===== src/rtl/pwr_gate_pkg.sv =====
package pwr_gate_pkg;

    typedef enum logic [3:0] {
        ST_IDLE,
        ST_DN_ISO,
        ST_DN_MEM,
        ST_DN_SETTLE,
        ST_DN_SWITCH,
        ST_DN_CLKB,
        ST_UP_SWITCH,
        ST_UP_MEM,
        ST_UP_SETTLE,
        ST_UP_ISO,
        ST_UP_RST,
        ST_UP_CLKA,
        ST_UP_CLKB
    } seq_state_e;

    function automatic int unsigned max2(int unsigned a, int unsigned b);
        return (a > b) ? a : b;
    endfunction

endpackage


===== src/rtl/pwr_gate_timer.sv =====
module pwr_gate_timer #(
    parameter int CNT_W = 15
) (
    input  logic             clk_i,
    input  logic             rst_ni,
    input  logic             tick_i,
    input  logic             load_i,
    input  logic [CNT_W-1:0] load_val_i,
    output logic             expired_o
);

    logic [CNT_W-1:0] cnt_q;

    // A load wins over a tick in the same cycle; ticks only count afterwards.
    always_ff @(posedge clk_i) begin
        if (!rst_ni) begin
            cnt_q <= '0;
        end else if (load_i) begin
            cnt_q <= load_val_i;
        end else if (tick_i && (cnt_q != '0)) begin
            cnt_q <= cnt_q - 1'b1;
        end
    end

    assign expired_o = (cnt_q == '0);

    // A nonzero load always arms the wait.
    assert_load_arms_R11: assert property (@(posedge clk_i) disable iff (!rst_ni)
        (load_i && (load_val_i != '0)) |=> !expired_o);

    // Without a tick the remaining wait cannot shrink.
    assert_no_tick_no_count_R11: assert property (@(posedge clk_i) disable iff (!rst_ni)
        (!tick_i && !load_i && !expired_o) |=> !expired_o);

endmodule


===== src/rtl/pwr_gate_memctl.sv =====
module pwr_gate_memctl #(
    parameter int NUM_BANKS   = 2,
    parameter int BANK_WIDTH  = 32,
    parameter int SLICE_WIDTH = 2,
    parameter int AUX_BITS    = 8,
    parameter int IDX_W       = 6
) (
    input  logic                            clk_i,
    input  logic                            rst_ni,
    input  logic                            init_on_i,
    input  logic                            go_i,
    input  logic                            down_i,
    input  logic [IDX_W-1:0]                idx_i,
    output logic [NUM_BANKS*BANK_WIDTH-1:0] bank_pd_o,
    output logic [AUX_BITS-1:0]             aux_pd_o
);

    localparam int SLICES = NUM_BANKS * BANK_WIDTH / SLICE_WIDTH;

    // Step index k < SLICES addresses slice k; banks are contiguous so the
    // third bank naturally follows the second.
    for (genvar s = 0; s < SLICES; s++) begin : g_slice
        logic [SLICE_WIDTH-1:0] pd_q;
        always_ff @(posedge clk_i) begin
            if (!rst_ni) begin
                pd_q <= {SLICE_WIDTH{~init_on_i}};
            end else if (go_i && (idx_i == IDX_W'(s))) begin
                pd_q <= {SLICE_WIDTH{down_i}};
            end
        end
        assign bank_pd_o[s*SLICE_WIDTH +: SLICE_WIDTH] = pd_q;
    end

    // The single-bit group follows all bank slices.
    for (genvar a = 0; a < AUX_BITS; a++) begin : g_aux
        logic pd_q;
        always_ff @(posedge clk_i) begin
            if (!rst_ni) begin
                pd_q <= ~init_on_i;
            end else if (go_i && (idx_i == IDX_W'(SLICES + a))) begin
                pd_q <= down_i;
            end
        end
        assign aux_pd_o[a] = pd_q;
    end

    logic seen_q;
    always_ff @(posedge clk_i) begin
        if (!rst_ni) seen_q <= 1'b0;
        else         seen_q <= 1'b1;
    end

    assert_step_width_R3: assert property (@(posedge clk_i) disable iff (!rst_ni || !seen_q)
        $countones({bank_pd_o, aux_pd_o} ^ $past({bank_pd_o, aux_pd_o})) <= SLICE_WIDTH);

endmodule


===== src/rtl/pwr_gate_seq.sv =====
module pwr_gate_seq
    import pwr_gate_pkg::*;
#(
    parameter int NUM_BANKS    = 2,
    parameter int GUARD_TICKS  = 20,
    parameter int STEP_TICKS   = 5,
    parameter int SWITCH_TICKS = 20000
) (
    input  logic                    clk_i,
    input  logic                    rst_ni,
    input  logic                    tick_i,
    input  logic                    init_on_i,
    input  logic                    req_i,
    input  logic                    req_on_i,
    output logic                    ack_o,
    output logic                    busy_o,
    output logic                    done_o,
    output logic                    status_off_o,
    output logic                    iso_o,
    output logic                    sw_off_o,
    output logic                    dom_rst_o,
    output logic                    clk_en_a_o,
    output logic                    clk_en_b_o,
    output logic [NUM_BANKS*32-1:0] mem_pd_o,
    output logic [7:0]              aux_pd_o
);

    localparam int BANK_WIDTH  = 32;
    localparam int SLICE_WIDTH = 2;
    localparam int AUX_BITS    = 8;
    localparam int SLICES      = NUM_BANKS * BANK_WIDTH / SLICE_WIDTH;
    localparam int TOTAL_STEPS = SLICES + AUX_BITS;
    localparam int IDX_W       = $clog2(TOTAL_STEPS);
    localparam int MAX_WAIT    = max2(max2(GUARD_TICKS, STEP_TICKS), SWITCH_TICKS);
    localparam int CNT_W       = $clog2(MAX_WAIT + 1);
    localparam logic [IDX_W-1:0] LAST_STEP = IDX_W'(TOTAL_STEPS - 1);

    seq_state_e       st_q, st_d;
    logic [IDX_W-1:0] step_q, step_d;
    logic             iso_q, iso_d, sw_q, sw_d, dr_q, dr_d;
    logic             ca_q, ca_d, cb_q, cb_d, ack_q, ack_d, done_q, done_d;
    logic             ld, expired, mgo, mdown;
    logic [CNT_W-1:0] ld_val;
    logic [IDX_W-1:0] midx;
    logic             dn_dir;

    assign dn_dir = (st_q == ST_DN_ISO) || (st_q == ST_DN_MEM);

    // Next state and per-step actions.
    always_comb begin
        st_d   = st_q;
        step_d = step_q;
        iso_d  = iso_q;
        sw_d   = sw_q;
        dr_d   = dr_q;
        ca_d   = ca_q;
        cb_d   = cb_q;
        ack_d  = 1'b0;
        done_d = 1'b0;
        ld     = 1'b0;
        ld_val = '0;
        mgo    = 1'b0;
        mdown  = dn_dir;
        midx   = step_q;
        unique case (st_q)
            ST_IDLE: begin
                if (req_i) begin
                    ack_d = 1'b1;
                    if (req_on_i && sw_q) begin
                        sw_d   = 1'b0;
                        ld     = 1'b1;
                        ld_val = CNT_W'(GUARD_TICKS);
                        st_d   = ST_UP_SWITCH;
                    end else if (!req_on_i && !sw_q) begin
                        iso_d  = 1'b1;
                        ld     = 1'b1;
                        ld_val = CNT_W'(GUARD_TICKS);
                        st_d   = ST_DN_ISO;
                    end
                end
            end
            ST_DN_ISO, ST_UP_SWITCH: begin
                if (expired) begin
                    mgo    = 1'b1;
                    midx   = '0;
                    step_d = '0;
                    ld     = 1'b1;
                    ld_val = CNT_W'(STEP_TICKS);
                    st_d   = dn_dir ? ST_DN_MEM : ST_UP_MEM;
                end
            end
            ST_DN_MEM, ST_UP_MEM: begin
                if (expired) begin
                    ld = 1'b1;
                    if (step_q == LAST_STEP) begin
                        ld_val = CNT_W'(GUARD_TICKS);
                        st_d   = dn_dir ? ST_DN_SETTLE : ST_UP_SETTLE;
                    end else begin
                        mgo    = 1'b1;
                        midx   = step_q + 1'b1;
                        step_d = step_q + 1'b1;
                        ld_val = CNT_W'(STEP_TICKS);
                    end
                end
            end
            ST_DN_SETTLE: begin
                if (expired) begin
                    sw_d   = 1'b1;
                    ld     = 1'b1;
                    ld_val = CNT_W'(SWITCH_TICKS);
                    st_d   = ST_DN_SWITCH;
                end
            end
            ST_DN_SWITCH: begin
                if (expired) begin
                    ca_d = 1'b0;
                    st_d = ST_DN_CLKB;
                end
            end
            ST_DN_CLKB: begin
                cb_d   = 1'b0;
                done_d = 1'b1;
                st_d   = ST_IDLE;
            end
            ST_UP_SETTLE: begin
                if (expired) begin
                    dr_d = 1'b1;
                    st_d = ST_UP_ISO;
                end
            end
            ST_UP_ISO: begin
                iso_d = 1'b0;
                st_d  = ST_UP_RST;
            end
            ST_UP_RST: begin
                dr_d = 1'b0;
                st_d = ST_UP_CLKA;
            end
            ST_UP_CLKA: begin
                ca_d = 1'b1;
                st_d = ST_UP_CLKB;
            end
            ST_UP_CLKB: begin
                cb_d   = 1'b1;
                done_d = 1'b1;
                st_d   = ST_IDLE;
            end
            default: st_d = ST_IDLE;
        endcase
    end

    // State register.
    always_ff @(posedge clk_i) begin
        if (!rst_ni) begin
            st_q   <= ST_IDLE;
            step_q <= '0;
        end else begin
            st_q   <= st_d;
            step_q <= step_d;
        end
    end

    // Output register.
    always_ff @(posedge clk_i) begin
        if (!rst_ni) begin
            iso_q  <= ~init_on_i;
            sw_q   <= ~init_on_i;
            dr_q   <= 1'b0;
            ca_q   <= init_on_i;
            cb_q   <= init_on_i;
            ack_q  <= 1'b0;
            done_q <= 1'b0;
        end else begin
            iso_q  <= iso_d;
            sw_q   <= sw_d;
            dr_q   <= dr_d;
            ca_q   <= ca_d;
            cb_q   <= cb_d;
            ack_q  <= ack_d;
            done_q <= done_d;
        end
    end

    pwr_gate_timer #(
        .CNT_W (CNT_W)
    ) u_timer (
        .clk_i      (clk_i),
        .rst_ni     (rst_ni),
        .tick_i     (tick_i),
        .load_i     (ld),
        .load_val_i (ld_val),
        .expired_o  (expired)
    );

    pwr_gate_memctl #(
        .NUM_BANKS   (NUM_BANKS),
        .BANK_WIDTH  (BANK_WIDTH),
        .SLICE_WIDTH (SLICE_WIDTH),
        .AUX_BITS    (AUX_BITS),
        .IDX_W       (IDX_W)
    ) u_memctl (
        .clk_i     (clk_i),
        .rst_ni    (rst_ni),
        .init_on_i (init_on_i),
        .go_i      (mgo),
        .down_i    (mdown),
        .idx_i     (midx),
        .bank_pd_o (mem_pd_o),
        .aux_pd_o  (aux_pd_o)
    );

    assign ack_o        = ack_q;
    assign busy_o       = (st_q != ST_IDLE);
    assign done_o       = done_q;
    assign status_off_o = sw_q;
    assign iso_o        = iso_q;
    assign sw_off_o     = sw_q;
    assign dom_rst_o    = dr_q;
    assign clk_en_a_o   = ca_q;
    assign clk_en_b_o   = cb_q;

    logic past_ok_q;
    always_ff @(posedge clk_i) begin
        if (!rst_ni) past_ok_q <= 1'b0;
        else         past_ok_q <= 1'b1;
    end

    assert_iso_covers_off_R5: assert property (@(posedge clk_i) disable iff (!rst_ni)
        sw_q |-> iso_q);

    assert_clka_rise_clean_R6: assert property (@(posedge clk_i) disable iff (!rst_ni || !past_ok_q)
        $rose(ca_q) |-> (!iso_q && !dr_q));

    assert_clkb_after_clka_R6: assert property (@(posedge clk_i) disable iff (!rst_ni || !past_ok_q)
        $rose(cb_q) |-> ($past(ca_q) && !iso_q && !dr_q));

    assert_no_ack_when_busy_R8: assert property (@(posedge clk_i) disable iff (!rst_ni)
        (st_q != ST_IDLE) |=> !ack_q);

    assert_done_single_R10: assert property (@(posedge clk_i) disable iff (!rst_ni)
        done_q |=> !done_q);

    assert_done_ends_busy_R10: assert property (@(posedge clk_i) disable iff (!rst_ni)
        done_q |-> (st_q == ST_IDLE));

endmodule


===== config.mk =====
export PLATFORM = sky130hd
export DESIGN_NAME = pwr_gate_seq
export DESIGN_NICKNAME = d
export VERILOG_FILES = /design/src/rtl/pwr_gate_pkg.sv /design/src/rtl/pwr_gate_timer.sv /design/src/rtl/pwr_gate_memctl.sv /design/src/rtl/pwr_gate_seq.sv
export SDC_FILE = /design/constraint.sdc
export NUM_CORES = 1
export LEC_CHECK = 0
export BUFFER_PORTS_ARGS = -buffer_cell sky130_fd_sc_hd__buf_2
export CORE_UTILIZATION = 47
export CTS_CLUSTER_SIZE = 25
export DETAILED_ROUTE_END_ITERATION = 10
export PLACE_DENSITY_LB_ADDON = 0.15
export SETUP_SLACK_MARGIN = 0.1
export SLEW_MARGIN = 5
export SYNTH_ARGS = -nofsm -noshare
export SYNTH_HDL_FRONTEND = slang
export SYNTH_SLANG_ARGS = --single-unit

===== constraint.sdc =====
create_clock -name clk_i -period 2.85 [get_ports clk_i]
set_input_delay 0.285 -clock clk_i [delete_from_list [all_inputs] [get_ports clk_i]]
set_output_delay 0.285 -clock clk_i [all_outputs]
set_load 0.01 [all_outputs]

# ---- Word level (Yosys, flattened, before mapping)
# Cells that the tools add are included.
dict set report totals {
  register_bits 104
  latch_bits 0
  ramBits 0
  romBits 0
  input_bits 6
  out_inout_bits 81
  elab_cells 358
  mem_count 0
}
dict set report op_classes {
  n_addsub 2
  multipliers 0
  n_div 0
  n_lt_le_gt_ge 0
  n_eq_ne 110
  shift 0
  muxes 132
  bitwise_logic 1
  reduce_logical 63
}
# operator count
set ops {}
lappend ops {{$mux 2} 64}
lappend ops {{$eq 6x5->1 const B} 16}
lappend ops {{$ne 2x1->1 const B} 40}
lappend ops {{$pmux 15 s4} 1}
lappend ops {{$eq 6x6->1 const B} 9}
lappend ops {{$eq 6x4->1 const B} 8}
lappend ops {{$mux 15} 3}
lappend ops {{$logic_and 1x1->1} 43}
lappend ops {{$mux 4} 10}
lappend ops {{$pmux 4 s9} 1}
lappend ops {{$mux 1} 35}
lappend ops {{$mux 5} 5}
lappend ops {{$eq 6x3->1 const B} 4}
lappend ops {{$ne 3x3->1 const B} 7}
lappend ops {{$eq 4x4->1 const B} 5}
lappend ops {{$mux 6} 3}
lappend ops {{$eq 4x3->1 const B} 4}
lappend ops {{$logic_not 15->1} 1}
lappend ops {{$reduce_bool 15->1} 1}
lappend ops {{$sub 15x1->15 const B} 1}
lappend ops {{$ne 2x2->1 const B} 7}
lappend ops {{$pmux 1 s2} 7}
lappend ops {{$eq 6x2->1 const B} 2}
lappend ops {{$ne 3x1->1 const B} 4}
lappend ops {{other kinds (18)} 27}

# ---- Longest topological paths before layout
dict set report logic_depth {
  word_depth 8
  depth_mapped 11
  mapped_depth_nobuf 8
}

# ---- Modules after synthesis
# A second synthesis with hierarchy kept.
dict set report hier_totals {
  cells_unflattened 411
  area_unflattened_um2 4036.4
}
# module n_inst cells_each area_each_um2 seq_area_each_um2
set modules_own_cells {}
lappend modules_own_cells {pwr_gate_memctl 1 152 1949.4 1201.2}
lappend modules_own_cells {pwr_gate_seq 1 153 1221.2 380.4}
lappend modules_own_cells {pwr_gate_timer 1 106 865.8 300.3}

# ---- Least setup slack after synthesis
# OpenSTA, ideal clock, no wires.
dict set report synth_timing {
  path_kind {reg2reg}
  from {register u_timer.cnt_q[0]}
  to {register u_memctl.g_slice[28].pd_q[0] (enable)}
  setup_time_ps 303
  arrival_time_ps 2738
  t_required_ps 2547
  slack_ps -191
  stages_incl_launch_ff 11
  n_path_buf 2
  synth_period_minus_slack_ps 3041
  path_cell_list {dfxtp_1 inv_1 ha_1 or4b_1 buf_2 or4_4 buf_6 o41ai_4 nor3b_4 o21ai_2 o21ai_1}
}
dict set report synth_between {
  elab_chain_cells 6
  word_cells_on_any_way 10
  classes_between {eq/ne (2); mux (6); reduce/logical (2)}
}
# item line_no
set synth_lines {}
lappend synth_lines {{start: declaration} pwr_gate_timer.sv:12} ;# logic [CNT_W-1:0] cnt_q;
lappend synth_lines {{start signal: assignment} pwr_gate_timer.sv:19} ;# cnt_q <= load_val_i;
lappend synth_lines {{start signal: assignment} pwr_gate_timer.sv:21} ;# cnt_q <= cnt_q - 1'b1;
lappend synth_lines {{$logic_not 15->1 (*)} pwr_gate_timer.sv:25} ;# assign expired_o = (cnt_q == '0);
lappend synth_lines {{$mux 6 (on tied branches)} --}
lappend synth_lines {{$pmux 6 s2} --}
lappend synth_lines {{$eq 6x5->1} pwr_gate_memctl.sv:27} ;# end else if (go_i && (idx_i == IDX_W'(s))) begin
lappend synth_lines {{$logic_and 1x1->1 (*)} pwr_gate_memctl.sv:27}
lappend synth_lines {{$ne 2x1->1 (no line) (*)} --}
lappend synth_lines {{end signal: assignment} pwr_gate_memctl.sv:26} ;# pd_q <= {SLICE_WIDTH{~init_on_i}};
lappend synth_lines {{end signal: assignment} pwr_gate_memctl.sv:28} ;# pd_q <= {SLICE_WIDTH{down_i}};
lappend synth_lines {{end: declaration} pwr_gate_memctl.sv:23} ;# logic [SLICE_WIDTH-1:0] pd_q;
# Every way passes the cells marked *; elsewhere a longest branch is shown, timed or not.
# A chain may end at the register's enable or synchronous reset.

# ---- Worst setup path after layout
dict set report layout_timing {
  from {register u_timer.cnt_q[8]}
  to {register u_memctl.g_slice[21].pd_q[0] (enable)}
}
dict set report layout_between {
  elab_chain_cells 6
  word_cells_on_any_way 10
  classes_between {eq/ne (2); mux (6); reduce/logical (2)}
}
# item line_no
set layout_lines {}
lappend layout_lines {{$logic_not 15->1 (*)} pwr_gate_timer.sv:25}
lappend layout_lines {{$mux 6 (on tied branches)} --}
lappend layout_lines {{$pmux 6 s2} --}
lappend layout_lines {{$eq 6x5->1} pwr_gate_memctl.sv:27}
lappend layout_lines {{$logic_and 1x1->1 (*)} pwr_gate_memctl.sv:27}
lappend layout_lines {{$ne 2x1->1 (no line) (*)} --}
lappend layout_lines {{end signal: assignment} pwr_gate_memctl.sv:26}
lappend layout_lines {{end signal: assignment} pwr_gate_memctl.sv:28}
lappend layout_lines {{end: declaration} pwr_gate_memctl.sv:23}
# Marks and branches as above.

==> parameters.txt <==
Parameter                              Value

Run status
  Result of the run ... finished with violations
  Violated checks ... negative setup slack

Cells and area
  Fraction of layout instances using a drive strength above 1 ... 0.473
  Diode insertion count for antenna repair ... 0
  Most frequent cells in the layout ... sky130_fd_sc_hd__buf_2 (87), sky130_fd_sc_hd__buf_4 (51), sky130_fd_sc_hd__edfxtp_1 (44)
  Final layout net count ... 512
  Most common cell after layout, fill and taps aside ... sky130_fd_sc_hd__buf_2
  Area delta synth->final ... 29.0%
  Fin cells ... around 600

Worst setup path
  Arrival time at the worst endpoint ... around 3 ns
  Critical setup path kind ... flip-flop to flip-flop
  Critical path data required time ... 2.91 ns
  Worst Setup Start Kind ... flip-flop
  Worst Path Max Fanout ... 5
  Worst R2R Path Depth ... 8
  CP Capture Type ... flip-flop

Yosys
  Register area share after synthesis ... 0.470
  EDFF count, synth ... between 40 and 50
  Mapped Area ... between 4000 and 5000 µm²
  Syn nets ... 423
  Dominant register cell in the synthesized netlist ... sky130_fd_sc_hd__edfxtp_1
  Number of cells produced by synthesis ... between 400 and 500
  Fraction of registers with async set or reset after synthesis ... 0
  Warnings, synthesis ... 0
  Count of cell types in the netlist ... 60
  Number of synthesized register bits ... 72
  Syn_area_per_cell ... ~9.7 µm²

Drt
  Number of detailed-route iterations in the first pass ... 4
  Detailed router's first-iteration violation count ... 95
  DR vias ... approximately 3300
  Average wire per cell in the routed design ... roughly 15 µm
  Routed via count divided by cell count ... approximately 5.5
  DRT antenna net count ... 0
  Number of remaining DRC errors ... 0
  Routed wire length ... 9010 µm

Clock network
  Largest buffer count on any clock path ... 2
  CTS tree ... built
  Clock network latency to the later pin of the worst-skew pair ... roughly 0.35 ns
  Clk Tree Root Cell ... sky130_fd_sc_hd__clkbuf_8
  Level count of the clock H-tree ... 3
  Quantity of hold-fixing buffers added after cts ... 0
  Total CTS buffers ... 9
  Clock slew at reported path FFs ... around 0.080 ns
  Clock sink count ... 72

STA
  Final Worst Setup Slack ... -0.0903 ns
  Count of endpoints failing hold in the final timing report ... 0
  Post-route setup TNS ... -0.382 ns
  Share of the cycle needed by the critical path after routing ... 1.03
  Final critical-path required period ... between 2 and 3 ns
  Pin slew with the least headroom to its limit ... a little under 0.8 ns
  RSZ-0062 raised after global routing ... true
  Count of final setup violators ... 11
  Peak Freq ... 340 MHz
  Slew margin rel. ... 0.457
  Max Transition Viols Final ... 0
  Worst clock skew ... between 0.01 and 0.015 ns

Floorplan
  Die Y-Extent ... ~94 µm
  Horizontal extent of the die ... between 90 and 100 µm
  Placeable core region ... between 8000 and 9000 µm²
  Starting utilization of the core area ... 0.487
  Number of placed I/O pins ... just under 90
  Die Area ... ~9000 µm²
  Row count ... 33

Global routing
  Pin count of the biggest net entering global routing ... 59
  First-pass GRT wire length ... between 10000 and 15000 µm
  Global Route Usage Sum ... 0.207
  Via count of the first global-routing pass ... just under 3000
  Sum of overflow across all layers after global routing ... 0
  Initial antenna violation count ... 0

Placement
  Detailed placement HPWL ... between 6000 and 7000 µm
  Final weighted congestion in routability-driven placement ... between 0.8 and 0.9
  Number of buffers inserted by port buffering ... 86
  Cell count after placement ... between 500 and 600

Worst hold path
  Worst min-delay path class ... input pin to flip-flop
  Worst Hold Depth ... 2

Power
  Power per unit of standard cell area ... between 800 and 900 nW/µm²
  Leakage Power ... around 2.1 nW
  Maximum vdd ir drop ... 560 µV

Flow run
  Number of max-cap violations ... 0
cells in the mapped netlist (4+ instances only):
| cell | number | share of area |
|---|---|---|
| sky130_fd_sc_hd__buf_4 | 41 | 0.077 |
| sky130_fd_sc_hd__a211oi_1 | 7 | 0.013 |
| sky130_fd_sc_hd__inv_1 | 12 | 0.011 |
| sky130_fd_sc_hd__a21oi_1 | 15 | 0.019 |
| sky130_fd_sc_hd__nor2_1 | 29 | 0.027 |
| sky130_fd_sc_hd__nor3b_1 | 4 | 0.0075 |
| sky130_fd_sc_hd__clkbuf_1 | 16 | 0.015 |
| sky130_fd_sc_hd__nor4_1 | 6 | 0.0094 |
| sky130_fd_sc_hd__o31ai_1 | 11 | 0.021 |
| sky130_fd_sc_hd__o21ai_1 | 17 | 0.021 |
| sky130_fd_sc_hd__or4_1 | 4 | 0.0075 |
| sky130_fd_sc_hd__edfxtp_1 | 44 | 0.33 |
| sky130_fd_sc_hd__buf_2 | 4 | 0.0050 |
| sky130_fd_sc_hd__xor2_1 | 6 | 0.013 |
| sky130_fd_sc_hd__nand3_1 | 10 | 0.013 |
| sky130_fd_sc_hd__dfxtp_1 | 28 | 0.14 |
| sky130_fd_sc_hd__xnor2_1 | 7 | 0.015 |
| sky130_fd_sc_hd__or2_2 | 4 | 0.0063 |
| sky130_fd_sc_hd__nand2_1 | 25 | 0.023 |
| sky130_fd_sc_hd__o21ai_0 | 30 | 0.038 |
| sky130_fd_sc_hd__nand2b_1 | 7 | 0.011 |
| sky130_fd_sc_hd__a31oi_1 | 4 | 0.0063 |
| sky130_fd_sc_hd__a21o_1 | 5 | 0.0094 |
| sky130_fd_sc_hd__o22ai_1 | 4 | 0.0063 |
| sky130_fd_sc_hd__nor2b_1 | 8 | 0.013 |
| sky130_fd_sc_hd__nor3_1 | 4 | 0.0050 |
| sky130_fd_sc_hd__nand4_1 | 6 | 0.0094 |
| sky130_fd_sc_hd__ha_1 | 4 | 0.013 |
| sky130_fd_sc_hd__and2_1 | 6 | 0.0094 |
state kept, by name, indices dropped and copies added, names as in the netlist:
name and cells:
done_o 1, u_memctl.g_aux.pd_q 8, u_memctl.g_slice.pd_q 32, iso_o 1, ack_o 1, st_q 4
dom_rst_o 1, u_timer.cnt_q 15, step_q 6, clk_en_b_o 1, clk_en_a_o 1, status_off_o 1
worst paths after layout:
path / end / slack [ns] / start
setup / recovery: u_memctl.g_slice[21].pd_q[0] / -0.09 / u_timer.cnt_q[8]
hold / removal: ack_o / 0.20 / req_i
setup reg to reg: u_memctl.g_slice[21].pd_q[0] / -0.09 / u_timer.cnt_q[8]
hold reg to reg: u_timer.cnt_q[9] / 0.47 / u_timer.cnt_q[9]
layer usage:
layer,GRT usage,vias up,share of wire
met5,0,-,0
met4,0.0897,0,0.016
met3,0.0340,13,0.051
met2,0.335,92,0.48
met1,0.273,1591,0.45
li1,-,1652,-
layout make-up:
class                      count  area, µm²
inverter                      12       45.0
tap                          105        131
clock buffer                  10        128
sequential                    72       1890
multi-input combinational    264       2050
clock inverter                 6       36.3
fill                         688       3050
timing repair buffer         143        883
report_power, final:
part | internal (W) | switching [W]
logic | 0.00107 | 0.00130
clock network | 0.000313 | 0.000393
registers | 0.00140 | 0.000102
total | 0.00278 | 0.00180
kinds of logic (layout without fill, tap and decap cells):
kind of cell / Yosys count / in the layout / share of synthesized area
and+or+nand+nor: 135 / 135 / 0.193
muxes: 2 / 2 / 0.00500
DFF: 72 / 72 / 0.470
xor gates and xnor gates: 13 / 13 / 0.0284
buffers and inverters: 77 / 171 / 0.114
AOI/OAI and AO/OA: 110 / 110 / 0.178
adders and majority gates: 4 / 4 / 0.0125
per-stage QoR:
step / setup WS (ns) / instance area, µm² / hold slack (ns) / power (W) / util
after floorplan: 0.00611 / 4050 / 0.431 / 0.00303 / -
after global placement: -0.0664 / 4540 / 0.462 / 0.00364 / 0.552
after detailed placement: -0.123 / 4540 / 0.455 / 0.00367 / 0.552
after CTS: 0.00324 / 4820 / 0.186 / 0.00445 / 0.587
after global routing: -0.174 / 5160 / 0.203 / 0.00490 / 0.629
final: -0.0903 / 5160 / 0.202 / 0.00458 / 0.629
timing repair:
item	CTS	global route
setup endpoints to repair	44	46
gates resized for setup	28	59
pin swaps	8	16
endpoints found under the hold margin	0	0
buffers inserted	3	7
gates cloned	0	1
critical path, stage by stage (launching register included):
cell and delay (ns):
sky130_fd_sc_hd__dfxtp_2 0.32, sky130_fd_sc_hd__or4_4 0.55, sky130_fd_sc_hd__or4_4 0.60, sky130_fd_sc_hd__buf_6 0.15, sky130_fd_sc_hd__o41ai_4 0.31, sky130_fd_sc_hd__buf_4 0.18
sky130_fd_sc_hd__a21o_1 0.09, sky130_fd_sc_hd__nand4_1 0.20, sky130_fd_sc_hd__o21ai_1 0.24
Note: power is estimated with default switching activity, not from simulation.
